==> src/rtl/frac_div_pkg.sv <==
package frac_div_pkg;
  localparam int unsigned FW   = 11;
  localparam int unsigned DEN0 = 1040;
  localparam int unsigned DEN1 = 1170;
  localparam int unsigned DEN2 = 1235;

  function automatic logic [FW-1:0] den_of(input logic [1:0] sel);
    case (sel)
      2'd1:    den_of = FW'(DEN1);
      2'd2:    den_of = FW'(DEN2);
      default: den_of = FW'(DEN0);
    endcase
  endfunction
endpackage

==> src/rtl/fd_cfg.sv <==
module fd_cfg import frac_div_pkg::*; #(
  parameter int unsigned NW = 8
) (
  input  logic          clk_i,
  input  logic          rst_ni,
  input  logic          load_i,
  input  logic [NW-1:0] n_i,
  input  logic [FW-1:0] f_i,
  input  logic [1:0]    sel_i,
  input  logic          boundary_i,
  output logic [NW-1:0] n_o,
  output logic [FW-1:0] f_o,
  output logic [FW-1:0] d_o,
  output logic          apply_o,
  output logic          valid_o
);
  logic          pend_q, act_q;
  logic [NW-1:0] pend_n_q, act_n_q;
  logic [FW-1:0] pend_f_q, act_f_q, pend_d_q, act_d_q;
  logic [FW-1:0] den_in, f_clamp;

  assign den_in  = den_of(sel_i);
  assign f_clamp = (f_i >= den_in) ? den_in - FW'(1) : f_i;

  always_ff @(posedge clk_i or negedge rst_ni) begin
    if (!rst_ni) begin
      pend_q   <= 1'b0;
      act_q    <= 1'b0;
      pend_n_q <= '0;
      act_n_q  <= '0;
      pend_f_q <= '0;
      act_f_q  <= '0;
      pend_d_q <= FW'(DEN0);
      act_d_q  <= FW'(DEN0);
    end else begin
      if (boundary_i && pend_q) begin
        act_q   <= 1'b1;
        act_n_q <= pend_n_q;
        act_f_q <= pend_f_q;
        act_d_q <= pend_d_q;
      end
      if (load_i) begin
        pend_q   <= 1'b1;
        pend_n_q <= n_i;
        pend_f_q <= f_clamp;
        pend_d_q <= den_in;
      end else if (boundary_i) begin
        pend_q <= 1'b0;
      end
    end
  end

  assign n_o     = pend_q ? pend_n_q : act_n_q;
  assign f_o     = pend_q ? pend_f_q : act_f_q;
  assign d_o     = pend_q ? pend_d_q : act_d_q;
  assign apply_o = pend_q;
  assign valid_o = pend_q | act_q;


  pend_f_lt_d_chk: assert property (@(posedge clk_i) disable iff (!rst_ni)
    pend_q |-> pend_f_q < pend_d_q);

  hold_without_load_chk: assert property (@(posedge clk_i) disable iff (!rst_ni)
    (!load_i && !(boundary_i && pend_q)) |=> $stable(act_n_q) && $stable(act_f_q));
endmodule

==> src/rtl/fd_sdm.sv <==
module fd_sdm import frac_div_pkg::*; (
  input  logic          clk_i,
  input  logic          rst_ni,
  input  logic          step_i,
  input  logic          clear_i,
  input  logic [FW-1:0] f_i,
  input  logic [FW-1:0] d_i,
  output logic          carry_o
);
  logic [FW-1:0] acc_q, base;
  logic [FW:0]   sum, nxt;

  assign base    = clear_i ? '0 : acc_q;
  assign sum     = {1'b0, base} + {1'b0, f_i};
  assign carry_o = sum >= {1'b0, d_i};
  assign nxt     = carry_o ? sum - {1'b0, d_i} : sum;

  always_ff @(posedge clk_i or negedge rst_ni) begin
    if (!rst_ni)     acc_q <= '0;
    else if (step_i) acc_q <= nxt[FW-1:0];
  end


  acc_in_range_chk: assert property (@(posedge clk_i) disable iff (!rst_ni)
    step_i |=> acc_q < $past(d_i));
endmodule

==> src/rtl/fd_swallow.sv <==
module fd_swallow #(
  parameter int unsigned NW = 8
) (
  input  logic          clk_i,
  input  logic          rst_ni,
  input  logic          load_i,
  input  logic [NW-1:0] n_i,
  output logic          boundary_o,
  output logic          mod9_o,
  output logic          div_o
);
  localparam int unsigned MW = NW - 3;

  logic          run_q;
  logic [NW-1:0] n_q;
  logic [MW-1:0] cnt_q, m_cnt, a_cnt;
  logic          last;

  assign m_cnt      = n_q[NW-1:3];
  assign a_cnt      = MW'(n_q[2:0]);
  assign last       = run_q && (cnt_q == m_cnt - MW'(1));
  assign boundary_o = !run_q || last;
  assign mod9_o     = run_q && (cnt_q < a_cnt);
  assign div_o      = last;

  always_ff @(posedge clk_i or negedge rst_ni) begin
    if (!rst_ni) begin
      run_q <= 1'b0;
      n_q   <= '0;
      cnt_q <= '0;
    end else if (boundary_o) begin
      cnt_q <= '0;
      run_q <= load_i;
      if (load_i) n_q <= n_i;
    end else begin
      cnt_q <= cnt_q + MW'(1);
    end
  end


  a_le_m_chk: assert property (@(posedge clk_i) disable iff (!rst_ni)
    run_q |-> a_cnt <= m_cnt);

  div_one_cycle_chk: assert property (@(posedge clk_i) disable iff (!rst_ni)
    div_o |=> !div_o);

  mod9_front_only_chk: assert property (@(posedge clk_i) disable iff (!rst_ni)
    (run_q && !boundary_o && !mod9_o) |=> !mod9_o);
endmodule

==> src/rtl/frac_div_ctrl.sv <==
module frac_div_ctrl import frac_div_pkg::*; #(
  parameter int unsigned NW = 8
) (
  input  logic          pre_clk_i,
  input  logic          rst_ni,
  input  logic          load_i,
  input  logic [NW-1:0] n_int_i,
  input  logic [FW-1:0] frac_i,
  input  logic [1:0]    den_sel_i,
  output logic          mod9_o,
  output logic          div_o
);
  logic          boundary, apply, cfg_valid, carry;
  logic [NW-1:0] n_eff, n_next;
  logic [FW-1:0] f_eff, d_eff;

  fd_cfg #(.NW(NW)) i_cfg (
    .clk_i(pre_clk_i), .rst_ni(rst_ni), .load_i(load_i),
    .n_i(n_int_i), .f_i(frac_i), .sel_i(den_sel_i),
    .boundary_i(boundary), .n_o(n_eff), .f_o(f_eff), .d_o(d_eff),
    .apply_o(apply), .valid_o(cfg_valid)
  );

  fd_sdm i_sdm (
    .clk_i(pre_clk_i), .rst_ni(rst_ni), .step_i(boundary && cfg_valid),
    .clear_i(apply), .f_i(f_eff), .d_i(d_eff), .carry_o(carry)
  );

  assign n_next = n_eff + NW'(carry);

  fd_swallow #(.NW(NW)) i_swallow (
    .clk_i(pre_clk_i), .rst_ni(rst_ni), .load_i(cfg_valid),
    .n_i(n_next), .boundary_o(boundary), .mod9_o(mod9_o), .div_o(div_o)
  );


  zero_frac_no_carry_chk: assert property (@(posedge pre_clk_i) disable iff (!rst_ni)
    (boundary && cfg_valid && f_eff == '0) |-> !carry);

  idle_quiet_chk: assert property (@(posedge pre_clk_i) disable iff (!rst_ni)
    !cfg_valid |-> !mod9_o && !div_o);
endmodule

==> config.mk <==
export PLATFORM = sky130hd
export DESIGN_NAME = frac_div_ctrl
export DESIGN_NICKNAME = d
export VERILOG_FILES = /design/src/rtl/frac_div_pkg.sv /design/src/rtl/fd_cfg.sv /design/src/rtl/fd_sdm.sv /design/src/rtl/fd_swallow.sv /design/src/rtl/frac_div_ctrl.sv
export SDC_FILE = /design/constraint.sdc
export NUM_CORES = 1
export LEC_CHECK = 0
export ABC_CLOCK_PERIOD_IN_PS = 4700
export BUFFER_PORTS_ARGS = -buffer_cell sky130_fd_sc_hd__buf_2
export CAP_MARGIN = 20
export CORE_MARGIN = 8
export CORE_UTILIZATION = 29
export CTS_CLUSTER_SIZE = 12
export DETAILED_ROUTE_END_ITERATION = 8
export PLACE_DENSITY = 0.46
export SYNTH_ARGS = -nofsm -noshare
export SYNTH_HDL_FRONTEND = slang
export SYNTH_SLANG_ARGS = --single-unit
==> constraint.sdc <==
create_clock -name pre_clk_i -period 4.7 [get_ports pre_clk_i]
set_input_delay 0.94 -clock pre_clk_i [delete_from_list [all_inputs] [get_ports pre_clk_i]]
set_output_delay 0.94 -clock pre_clk_i [all_outputs]
set_load 0.02 [all_outputs]
==> flow_metrics.tcl, run 1 <==
set metrics [dict create \
    synth_common_cells "dfrtp_1 (69), mux2_2 (43), nand2_1 (38)" \
    cts-root-buf "clkbuf_16" \
    dr.pass1.iters 4 \
    worstMarginPinSlew_ns 0.979 \
    min_from "i_cfg.act_f_q[5]$_DFFE_PN0P_" \
    relSlewSlack_pct 34.7 \
    fillers 1656 \
    synth_top_family_by_area "compound AO/OA/AOI/OAI gates" \
    crit_top_cell "ha_1" \
    yosysSeqAreaShare_pct 37.4 \
    die-area_sq_um 20200 \
    busiest_layer "met2" \
    ys_ff_latch 69 \
    routed_wl_um 11000 \
    r2r_end "i_swallow.n_q[7]$_DFFE_PN0P_" \
    clock_path_buffers 2 \
    hold_depth 2 \
    leakage_nw 2.30 \
    ant_nets 0 \
    met3_usage_pct 2.75 \
    cts-buffers-inserted 9 \
    drc 0 \
    synth_edf_count 0 \
    yosys.area.top_type "dfrtp_1" \
    grt_pass1_vias 3573 \
    fp.dieH_um 142 \
    hold_violations 0 \
    vdd_drop_max_v 0.000235 \
    yosysMostFrequentCell "dfrtp_1" \
    power_density_nw_per_um2 658 \
    post-route-min-period_ns 4.32 \
    drtIter0Drc 106 \
    status "finished, final reports clean" \
    synth_area_per_cell_sq_um 10.0 \
    min_path_type "reg2reg" \
    rr_worst_depth 20 \
    antennaDiodeCount 0 \
    vias 3484 \
    final_nets 540 \
    synth_compound_area_share_pct 16.6 \
    crit_path_top_delay_cell "dfrtp_2" \
    whs_ns 0.486 \
    ys_async_sr_fraction_pct 100 \
    initial_utilization_pct 29.4 \
    yosysTopAreaCellShare_pct 37.4 \
    synth_ff_type "dfrtp_1" \
    met2_usage_pct 19.6 \
    max_stage_delay_ns 0.49 \
    via_per_inst 4.92 \
    r2r_setup_slack_ns 0.38 \
    crit_chain "mux2i_1 > inv_1 > ha_1 > a211oi_1 > o21a_1 > o21ai_4 > xor2_1 > ha_1 > and2_1 > nand3_1 > nor2_1 > a21oi_1 > a31o_2 > nand2_1 > ha_1 > nand3_1 > or2_2 > nor2_1 > xor2_1 > o21ai_0" \
    place_congestion 0.843 \
    layout_setup_ws_ns 0.375 \
    syn-cell-area_sq_um 4620 \
    clk_pin_slew_worst_paths_ns 0.06 \
    crit_fanout 8 \
    grtUsageMet1_pct 14.1 \
    r2r-start "i_cfg.apply_o$_DFFE_PN0P_" \
    grt_remaining_overflow 0 \
    startpoint_type "flop" \
    wl_per_cell_um 15.5 \
    dpl.hpwl_um 8240 \
    required_ns 4.91 \
    final_util_pct 33.9 \
    clk_latency_ns 0.34 \
    grt_max_degree 43 \
    end_kind "flop" \
    io_pins 26 \
    post-route-period-util_pct 92.0 \
    postCtsHoldBufs 0 \
    synth_area_leaders "dfrtp_1 (37%), mux2_2 (10%), ha_1 (7.3%), nand2_1 (3.1%), o21ai_0 (2.4%)" \
    die_x_um 142 \
    cts_tree "done" \
    cts-htree-levels 3 \
    fmax_mhz 231 \
    synthMuxAreaShare_pct 13.4 \
    slew_viol_final 0 \
    antenna_found_initial 0 \
    syn_inst 460 \
    portBuffers 25 \
    drv_cap 0 \
    rsz0062_at_grt "no" \
    fin_worst_skew_ns 0.00596 \
    synth_fp_nets 513 \
    yosys_warnings 0 \
    path_class "reg2reg" \
    cts_sinks 69 \
    synthAdderAreaFrac_pct 8.19 \
    rows 46 \
    drive_gt1_share_pct 24.4 \
    synthSimpleGateAreaFrac_pct 15.7 \
    synth_xor_area_share_pct 4.85 \
    setup-tns-final_ns 0 \
    syn_to_final_growth_pct 15.2 \
    coreArea_sq_um 15700 \
    arrival_ns 4.54 \
    place_ws_ns 0.210 \
    grt_usage_pct 11.7 \
    whs_endpoint "i_cfg.act_f_q[5]$_DFFE_PN0P_" \
    grt_pass1_wl_um 18500 \
    yosysUniqueCellTypes 72 \
    setup_viol 0 \
]
final cells by class:
| class | count | area (sq um) | share of cell area, % |
|---|---|---|---|
| Clock inverter | 7 | 97.6 | 1.83 |
| Sequential cell | 69 | 1730 | 32.5 |
| Inverter | 27 | 101 | 1.91 |
| Clock buffer | 9 | 225 | 4.23 |
| Multi-Input combinational cell | 348 | 2720 | 51.0 |
| Timing Repair Buffer | 32 | 181 | 3.41 |
| Tap cell | 216 | 270 | 5.08 |
logic make-up (layout without fill, tap and decap cells):
group,after synthesis,in the layout
AOI/OAI and AO/OA,101,101
xor gates and xnor gates,23,23
adders and majority gates,29,29
buffers and inverters,43,75
DFF,69,69
muxes,56,56
and+or+nand+nor,139,139
routing by layer:
| metal | wire length (um) | vias up | share of wire (%) |
|---|---|---|---|
| met4 | 252 | 0 | 2.3 |
| met1 | 5080 | 1708 | 46 |
| met5 | 0 | - | 0 |
| li1 | - | 1723 | - |
| met3 | 332 | 17 | 3.0 |
| met2 | 5300 | 36 | 48 |
report_power, final:
part           switching (mW)  internal, mW  total [mW]
logic                   0.993         0.784        1.78
clock network           0.279         0.466       0.745
registers               0.166         0.813       0.979
total                    1.44          2.06        3.50
worst max-delay path, delay by kind of cell, from the launching register on:
kind / cells / cell delay [ns]
simple gates: 7 / 1.09
compound gates: 6 / 1.07
fa+ha+maj: 3 / 0.82
flops: 1 / 0.49
mux: 1 / 0.35
xor+xnor: 2 / 0.31
buf+inv: 1 / 0.08
worst max-delay path by stage:
stage                                          from                      endpoint  depth (start not counted)
after global routing      i_cfg.apply_o$_DFFE_PN0P_  i_swallow.n_q[7]$_DFFE_PN0P_                         20
after detailed placement  i_cfg.apply_o$_DFFE_PN0P_  i_swallow.n_q[7]$_DFFE_PN0P_                         20
final                     i_cfg.apply_o$_DFFE_PN0P_  i_swallow.n_q[7]$_DFFE_PN0P_                         20
after floorplan           i_cfg.apply_o$_DFFE_PN0P_  i_swallow.n_q[7]$_DFFE_PN0P_                         24
after CTS                 i_cfg.apply_o$_DFFE_PN0P_  i_swallow.n_q[7]$_DFFE_PN0P_                         20
after global placement    i_cfg.apply_o$_DFFE_PN0P_  i_swallow.n_q[7]$_DFFE_PN0P_                         20
state kept, by name (all words and copies together), names as in the netlist:
signal	cells
i_cfg.act_f_q	11
i_cfg.pend_n_q	8
i_swallow.n_q	8
i_cfg.apply_o	1
i_cfg.act_n_q	8
i_swallow.run_q	1
i_sdm.acc_q	11
i_swallow.cnt_q	5
i_cfg.act_q	1
i_cfg.pend_d_q	2
i_cfg.pend_f_q	11
i_cfg.act_d_q	2
timing repair:
item                       4_1_cts  5_1_grt
setup endpoints to repair        0        3
buffers inserted                 0        1
gates resized for setup          0        4
cells in the final DEF, fill, tap and decap left out, types with 5 or more instances in the layout:
master and n:
nor3_1 8, clkbuf_16 9, xnor2_1 12, xor2_1 8, a21oi_1 19, mux2_2 43
nand2b_1 7, nand4_1 5, inv_1 27, o21ai_0 22, nor2b_1 16, o2111ai_1 5
nand3_1 10, mux2i_1 10, a31oi_1 5, nor2_1 26, buf_2 25, buf_4 6
dfrtp_1 68, ha_1 27, nand2_1 38
through the flow:
step | instances | total power, mW | area, sq um
after global routing | 708 | 3.80 | 5320
after global placement | 691 | 2.73 | 4980
after detailed placement | 691 | 2.76 | 4980
after CTS | 707 | 3.53 | 5300
after floorplan | 460 | 2.34 | 4620
final | 708 | 3.50 | 5320
Note: power is estimated with default switching activity, not from simulation.
==> run 2, diff against run 1 <==
SYNTH_HIERARCHICAL = 1   (was default)
==> flow_metrics.tcl, run 2 <==
set metrics [dict create \
    arrival_ns 4.67 \
    grt_remaining_overflow 0 \
    whs_ns 0.456 \
    die-area_sq_um 21500 \
    fin_worst_skew_ns 0.00448 \
    syn_inst 493 \
    antenna_found_initial 0 \
    synth_area_per_cell_sq_um 10.0 \
    finalNonFillerCells 743 \
    wl_per_cell_um 14.7 \
    cts_tree "done" \
    vdd_drop_max_v 0.000250 \
    syn_to_final_growth_pct 14.3 \
    final_common_cell "dfrtp_1" \
    yosys.area.top_type "dfrtp_1" \
    min_path_type "reg2reg" \
    layout_common_cells "dfrtp_1 (68), mux2_2 (55), ha_1 (31)" \
    vias 3663 \
    top_regs "i_cfg/act_f_q (11), i_cfg/pend_f_q (11), i_sdm/acc_q (11)" \
    wl_met3_um 285 \
    initial_utilization_pct 29.7 \
    drc 0 \
    fmax_mhz 225 \
    synth_common_cells "dfrtp_1 (69), mux2_2 (55), ha_1 (34)" \
    synth_edf_count 0 \
    synth_area_leaders "dfrtp_1 (35%), mux2_2 (13%), ha_1 (8.6%), nor2b_1 (2.7%), xnor2_1 (2.7%)" \
    ys_ff_latch 69 \
    routed_wl_um 10900 \
    grt_max_degree 44 \
    crit_fanout 6 \
    drv_cap 0 \
    startpoint_type "flop" \
    power_density_nw_per_um2 733 \
    via_per_inst 4.93 \
    setup-tns-final_ns 0 \
    antennaDiodeCount 0 \
    grt_usage_pct 10.6 \
    rows 47 \
    ant_nets 0 \
    wl_met2_um 5320 \
    fillers 1716 \
    wl_met1_um 5150 \
    dp.cells 727 \
    clock_path_buffers 2 \
    status "finished, final reports clean" \
    portBuffers 25 \
    highest_layer "met4" \
    end_kind "flop" \
    multi_input_area_sq_um 3020 \
    worstMarginPinSlew_ns 1.04 \
    post-route-period-util_pct 94.6 \
    synth_ff_type "dfrtp_1" \
    yosysSeqAreaShare_pct 35.0 \
    yosysUniqueCellTypes 73 \
    final_nets 578 \
    slew_viol_final 0 \
    die_x_um 146 \
    required_ns 4.92 \
    coreArea_sq_um 16600 \
    cts-root-buf "clkbuf_16" \
    hold_violations 0 \
    cts-buffers-inserted 9 \
    path_class "reg2reg" \
    ys_async_sr_fraction_pct 100 \
    dpl.hpwl_um 8280 \
    io_pins 26 \
    cts-htree-levels 3 \
    drtIter0Drc 175 \
    fp.dieH_um 146 \
    syn-cell-area_sq_um 4940 \
    post-route-min-period_ns 4.45 \
    setup_viol 0 \
    yosysTopAreaCellShare_pct 35.0 \
    grt_pass1_vias 3787 \
    rsz0062_at_grt "no" \
    drive_gt1_share_pct 26.0 \
    yosysMostFrequentCell "dfrtp_1" \
    regArea_sq_um 1730 \
    place_congestion 0.785 \
    clk_pin_slew_worst_paths_ns 0.06 \
    dr.pass1.iters 4 \
    grt_pass1_wl_um 18700 \
    relSlewSlack_pct 30.4 \
    leakage_nw 2.48 \
    yosys_warnings 6 \
    cts_sinks 69 \
    clk_latency_ns 0.33 \
]
-- run 2: report_power, final --
group	internal (mW)	total [mW]	switching (mW)
clock	0.426	0.685	0.259
combinational	1.16	2.48	1.32
sequential	0.821	0.976	0.155
total	2.40	4.14	1.74
-- run 2: cell families (layout without fill, tap and decap cells) --
kind of cell    after synthesis  count (layout)  share of synthesized area, %
compound gates              103             103                          16.6
xor+xnor                     27              27                          4.79
fa+ha+maj                    36              36                          9.42
buf+inv                      55              80                          5.30
flops                        69              69                          35.0
mux                          55              55                          12.5
other cells                   2               7                         0.152
simple gates                146             146                          16.2
-- run 2: worst paths after layout --
path | cells after the start | start | to | slack, ns
min reg2reg | 1 | i_cfg/act_q$_DFFE_PN0P_ | i_cfg/act_q$_DFFE_PN0P_ | 0.46
max in group asynchronous | 2 | rst_ni | i_sdm/acc_q[5]$_DFFE_PN0P_ | 3.03
max | 18 | i_cfg/apply_o$_DFFE_PN0P_ | i_swallow/n_q[4]$_DFFE_PN0P_ | 0.25
min | 1 | i_cfg/act_q$_DFFE_PN0P_ | i_cfg/act_q$_DFFE_PN0P_ | 0.46
max reg2reg | 18 | i_cfg/apply_o$_DFFE_PN0P_ | i_swallow/n_q[4]$_DFFE_PN0P_ | 0.25
min in group asynchronous | 1 | rst_ni | i_cfg/act_n_q[4]$_DFFE_PN0P_ | 0.75
-- run 2: repair_timing --
action	CTS	global route
hold endpoints to repair	0	0
buffers inserted	0	0
endpoints found under the setup margin	0	7
gates resized for setup	0	12
hold buffers	0	0
-- run 2: cell type report --
type | count | area share [%]
repair buffers | 34 | 3.64
multi-input cells | 374 | 53.5
clock buffers | 11 | 4.30
flip-flops and latches | 69 | 30.6
clock inverters | 5 | 1.04
well taps | 220 | 4.88
inverters | 30 | 2.00
-- run 2: metrics by stage --
stage | instance area, sq um | power [mW] | util (%) | setup WS, ns
floorplan | 5000 | 2.91 | - | 0.0462
global placement | 5290 | 3.36 | 31.8 | 0.0661
detailed placement | 5290 | 3.40 | 31.8 | 0.0284
CTS | 5590 | 4.11 | 33.6 | 0.0160
global route | 5640 | 4.52 | 33.9 | 0.0186
finish | 5640 | 4.14 | 33.9 | 0.253
-- run 2: layer usage --
| metal | vias to the layer above | global-route usage, % |
|---|---|---|
| li1 | 1827 | - |
| met3 | 16 | 2.53 |
| met1 | 1785 | 13.0 |
| met4 | 0 | 3.92 |
| met5 | - | 0 |
| met2 | 35 | 17.6 |
-- run 2: critical path, cell delays in order (launching register included) --
cell and delay [ns]:
dfrtp_2 0.42, mux2_2 0.38, ha_1 0.30, a21o_1 0.22
a41o_1 0.29, o21a_4 0.22, or3_1 0.33, and2_1 0.19
ha_4 0.30, nand4_1 0.13, a31oi_2 0.25, nor4b_4 0.08
o21a_2 0.22, nand2_1 0.09, ha_2 0.20, ha_1 0.19
nand3_1 0.10, xnor2_1 0.13, mux2_2 0.26
==> run 3, diff against run 2 <==
CORE_MARGIN = default   (was 8)
SLEW_MARGIN = 20   (was default)
==> flow_metrics.tcl, run 3 (synthesized netlist as in run 2, its figures left out) <==
set metrics [dict create \
    coreArea_sq_um 16600 \
    vias 3632 \
    power_frac_comb_pct 60.1 \
    layout_common_cells "dfrtp_1 (68), mux2_2 (54), ha_1 (31)" \
    fillers 1751 \
    syn_to_final_growth_pct 13.1 \
    grt_max_degree 70 \
    portBuffers 25 \
    cts_sinks 69 \
    post-route-period-util_pct 95.1 \
    power.internal_mw 2.31 \
    post-route-min-period_ns 4.47 \
    crit_fanout 8 \
    fin_worst_skew_ns 0.00543 \
    regArea_sq_um 1730 \
    leakage_nw 2.46 \
    max_stage_delay_ns 0.47 \
    cts-root-buf "clkbuf_16" \
    setup_viol 0 \
    grt_usage_pct 13.4 \
    required_ns 4.92 \
    io_pins 26 \
    rows 47 \
    drv_cap 0 \
    ant_nets 0 \
    multi_input_area_sq_um 3000 \
    cts_tree "done" \
    die_x_um 132 \
    worstMarginPinSlew_ns 0.892 \
    rsz0062_at_grt "no" \
    min_path_type "reg2reg" \
    status "finished, final reports clean" \
    grt_remaining_overflow 0 \
    dpl.hpwl_um 7940 \
    crit_top_cell "ha_1" \
    path_buf_inv 0 \
    crit_chain "mux2_4 > ha_1 > a21o_1 > a41o_1 > o21a_4 > or3_1 > and2_1 > ha_4 > a21oi_2 > o21ai_1 > nor4b_2 > o21a_2 > nand2_1 > ha_2 > ha_1 > nand3_1 > xnor2_1 > mux2_2" \
    clk_latency_ns 0.33 \
    end_kind "flop" \
    antennaDiodeCount 0 \
    dr.pass1.iters 6 \
    antenna_found_initial 0 \
    wl_per_cell_um 14.4 \
    via_per_inst 4.89 \
    power.total_mw 4.02 \
    drtIter0Drc 197 \
    initial_utilization_pct 29.8 \
    grt_pass1_vias 3838 \
    setup-tns-final_ns 0 \
    drive_gt1_share_pct 26.0 \
    startpoint_type "flop" \
    power.switching_fraction_pct 42.7 \
    clk_pin_slew_worst_paths_ns 0.06 \
    postCtsHoldBufs 0 \
    cts-htree-levels 3 \
    cts-buffers-inserted 9 \
    place_congestion 0.833 \
    cts_setup_buffers 0 \
    vdd_drop_max_v 0.000232 \
    die-area_sq_um 17600 \
    clock_path_buffers 2 \
    top_regs "i_cfg/act_f_q (11), i_cfg/pend_f_q (11), i_sdm/acc_q (11)" \
    final_nets 578 \
    relSlewSlack_pct 40.6 \
    hold_violations 0 \
    power_frac_seq_pct 24.4 \
    power_density_nw_per_um2 720 \
    final_common_cell "dfrtp_1" \
    routed_wl_um 10700 \
    arrival_ns 4.68 \
    whs_ns 0.473 \
    path_class "reg2reg" \
    grt_pass1_wl_um 18900 \
    critPathTopFamily "compound AO/OA/AOI/OAI gates" \
    drc 0 \
    slew_viol_final 0 \
    p_sw_mw 1.72 \
    fmax_mhz 224 \
    fp.dieH_um 132 \
    crit_path_top_delay_cell "dfrtp_2" \
    clockPowerShare_pct 15.4 \
]
==> run 3: stage by stage <==
step           utilization, %  area, sq um  std cells  worst slack (ns)
6_report                 33.7         5590        743             0.232
5_1_grt                  33.7         5590        743           0.00515
3_5_place_dp             31.9         5290        727            0.0269
2_1_floorplan               -         5000        498            0.0462
4_1_cts                  33.6         5570        743            0.0714
3_3_place_gp             31.9         5290        727            0.0586
==> run 3: final timing paths <==
| check | to | cells after the start | start | slack (ns) |
|---|---|---|---|---|
| setup / recovery | i_swallow/n_q[4]$_DFFE_PN0P_ | 18 | i_cfg/apply_o$_DFFE_PN0P_ | 0.23 |
| hold / removal | i_cfg/act_q$_DFFE_PN0P_ | 1 | i_cfg/act_q$_DFFE_PN0P_ | 0.47 |
| setup reg to reg | i_swallow/n_q[4]$_DFFE_PN0P_ | 18 | i_cfg/apply_o$_DFFE_PN0P_ | 0.23 |
| hold reg to reg | i_cfg/act_q$_DFFE_PN0P_ | 1 | i_cfg/act_q$_DFFE_PN0P_ | 0.47 |
| max in group asynchronous | i_cfg/apply_o$_DFFE_PN0P_ | 2 | rst_ni | 3.25 |
| min in group asynchronous | i_cfg/act_n_q[4]$_DFFE_PN0P_ | 2 | rst_ni | 0.83 |
==> run 3: power by group through the flow <==
| stage | Sequential, mW | Combinational [mW] | Clock [mW] |
|---|---|---|---|
| floorplan | 0.920 | 1.98 | 0 |
| global placement | 0.988 | 2.38 | 0 |
| detailed placement | 0.995 | 2.41 | 0 |
| CTS | 0.987 | 2.43 | 0.644 |
| global route | 1.02 | 2.73 | 0.670 |
| finish | 0.984 | 2.42 | 0.620 |
==> run 3: worst register-to-register path, stage by stage, from the launching register on <==
cell	delay, ns
dfrtp_2	0.47
mux2_4	0.34
ha_1	0.30
a21o_1	0.21
a41o_1	0.29
o21a_4	0.23
or3_1	0.32
and2_1	0.19
ha_4	0.24
a21oi_2	0.17
o21ai_1	0.13
nor4b_2	0.33
o21a_2	0.18
nand2_1	0.08
ha_2	0.22
ha_1	0.22
nand3_1	0.10
xnor2_1	0.07
mux2_2	0.26
==> run 3: area by class of cell <==
| type | count | area share, % |
|---|---|---|
| Multi-Input combinational cell | 374 | 53.7 |
| Sequential cell | 69 | 30.9 |
| Tap cell | 220 | 4.93 |
| Clock buffer | 9 | 4.03 |
| Timing Repair Buffer | 34 | 3.52 |
| Inverter | 30 | 2.02 |
| Clock inverter | 7 | 0.896 |
==> run 3: what timing repair did <==
action                     CTS  global route
setup endpoints to repair    1             6
pin swaps                    0             3
gates resized for setup      1             6
==> run 3: per-layer routing <==
metal / vias up / track usage (%) / wire length (um)
met3: 10 / 3.14 / 318
li1: 1829 / - / -
met5: - / 0 / 0
met2: 44 / 22.0 / 5170
met4: 0 / 4.09 / 153
met1: 1749 / 17.4 / 5070
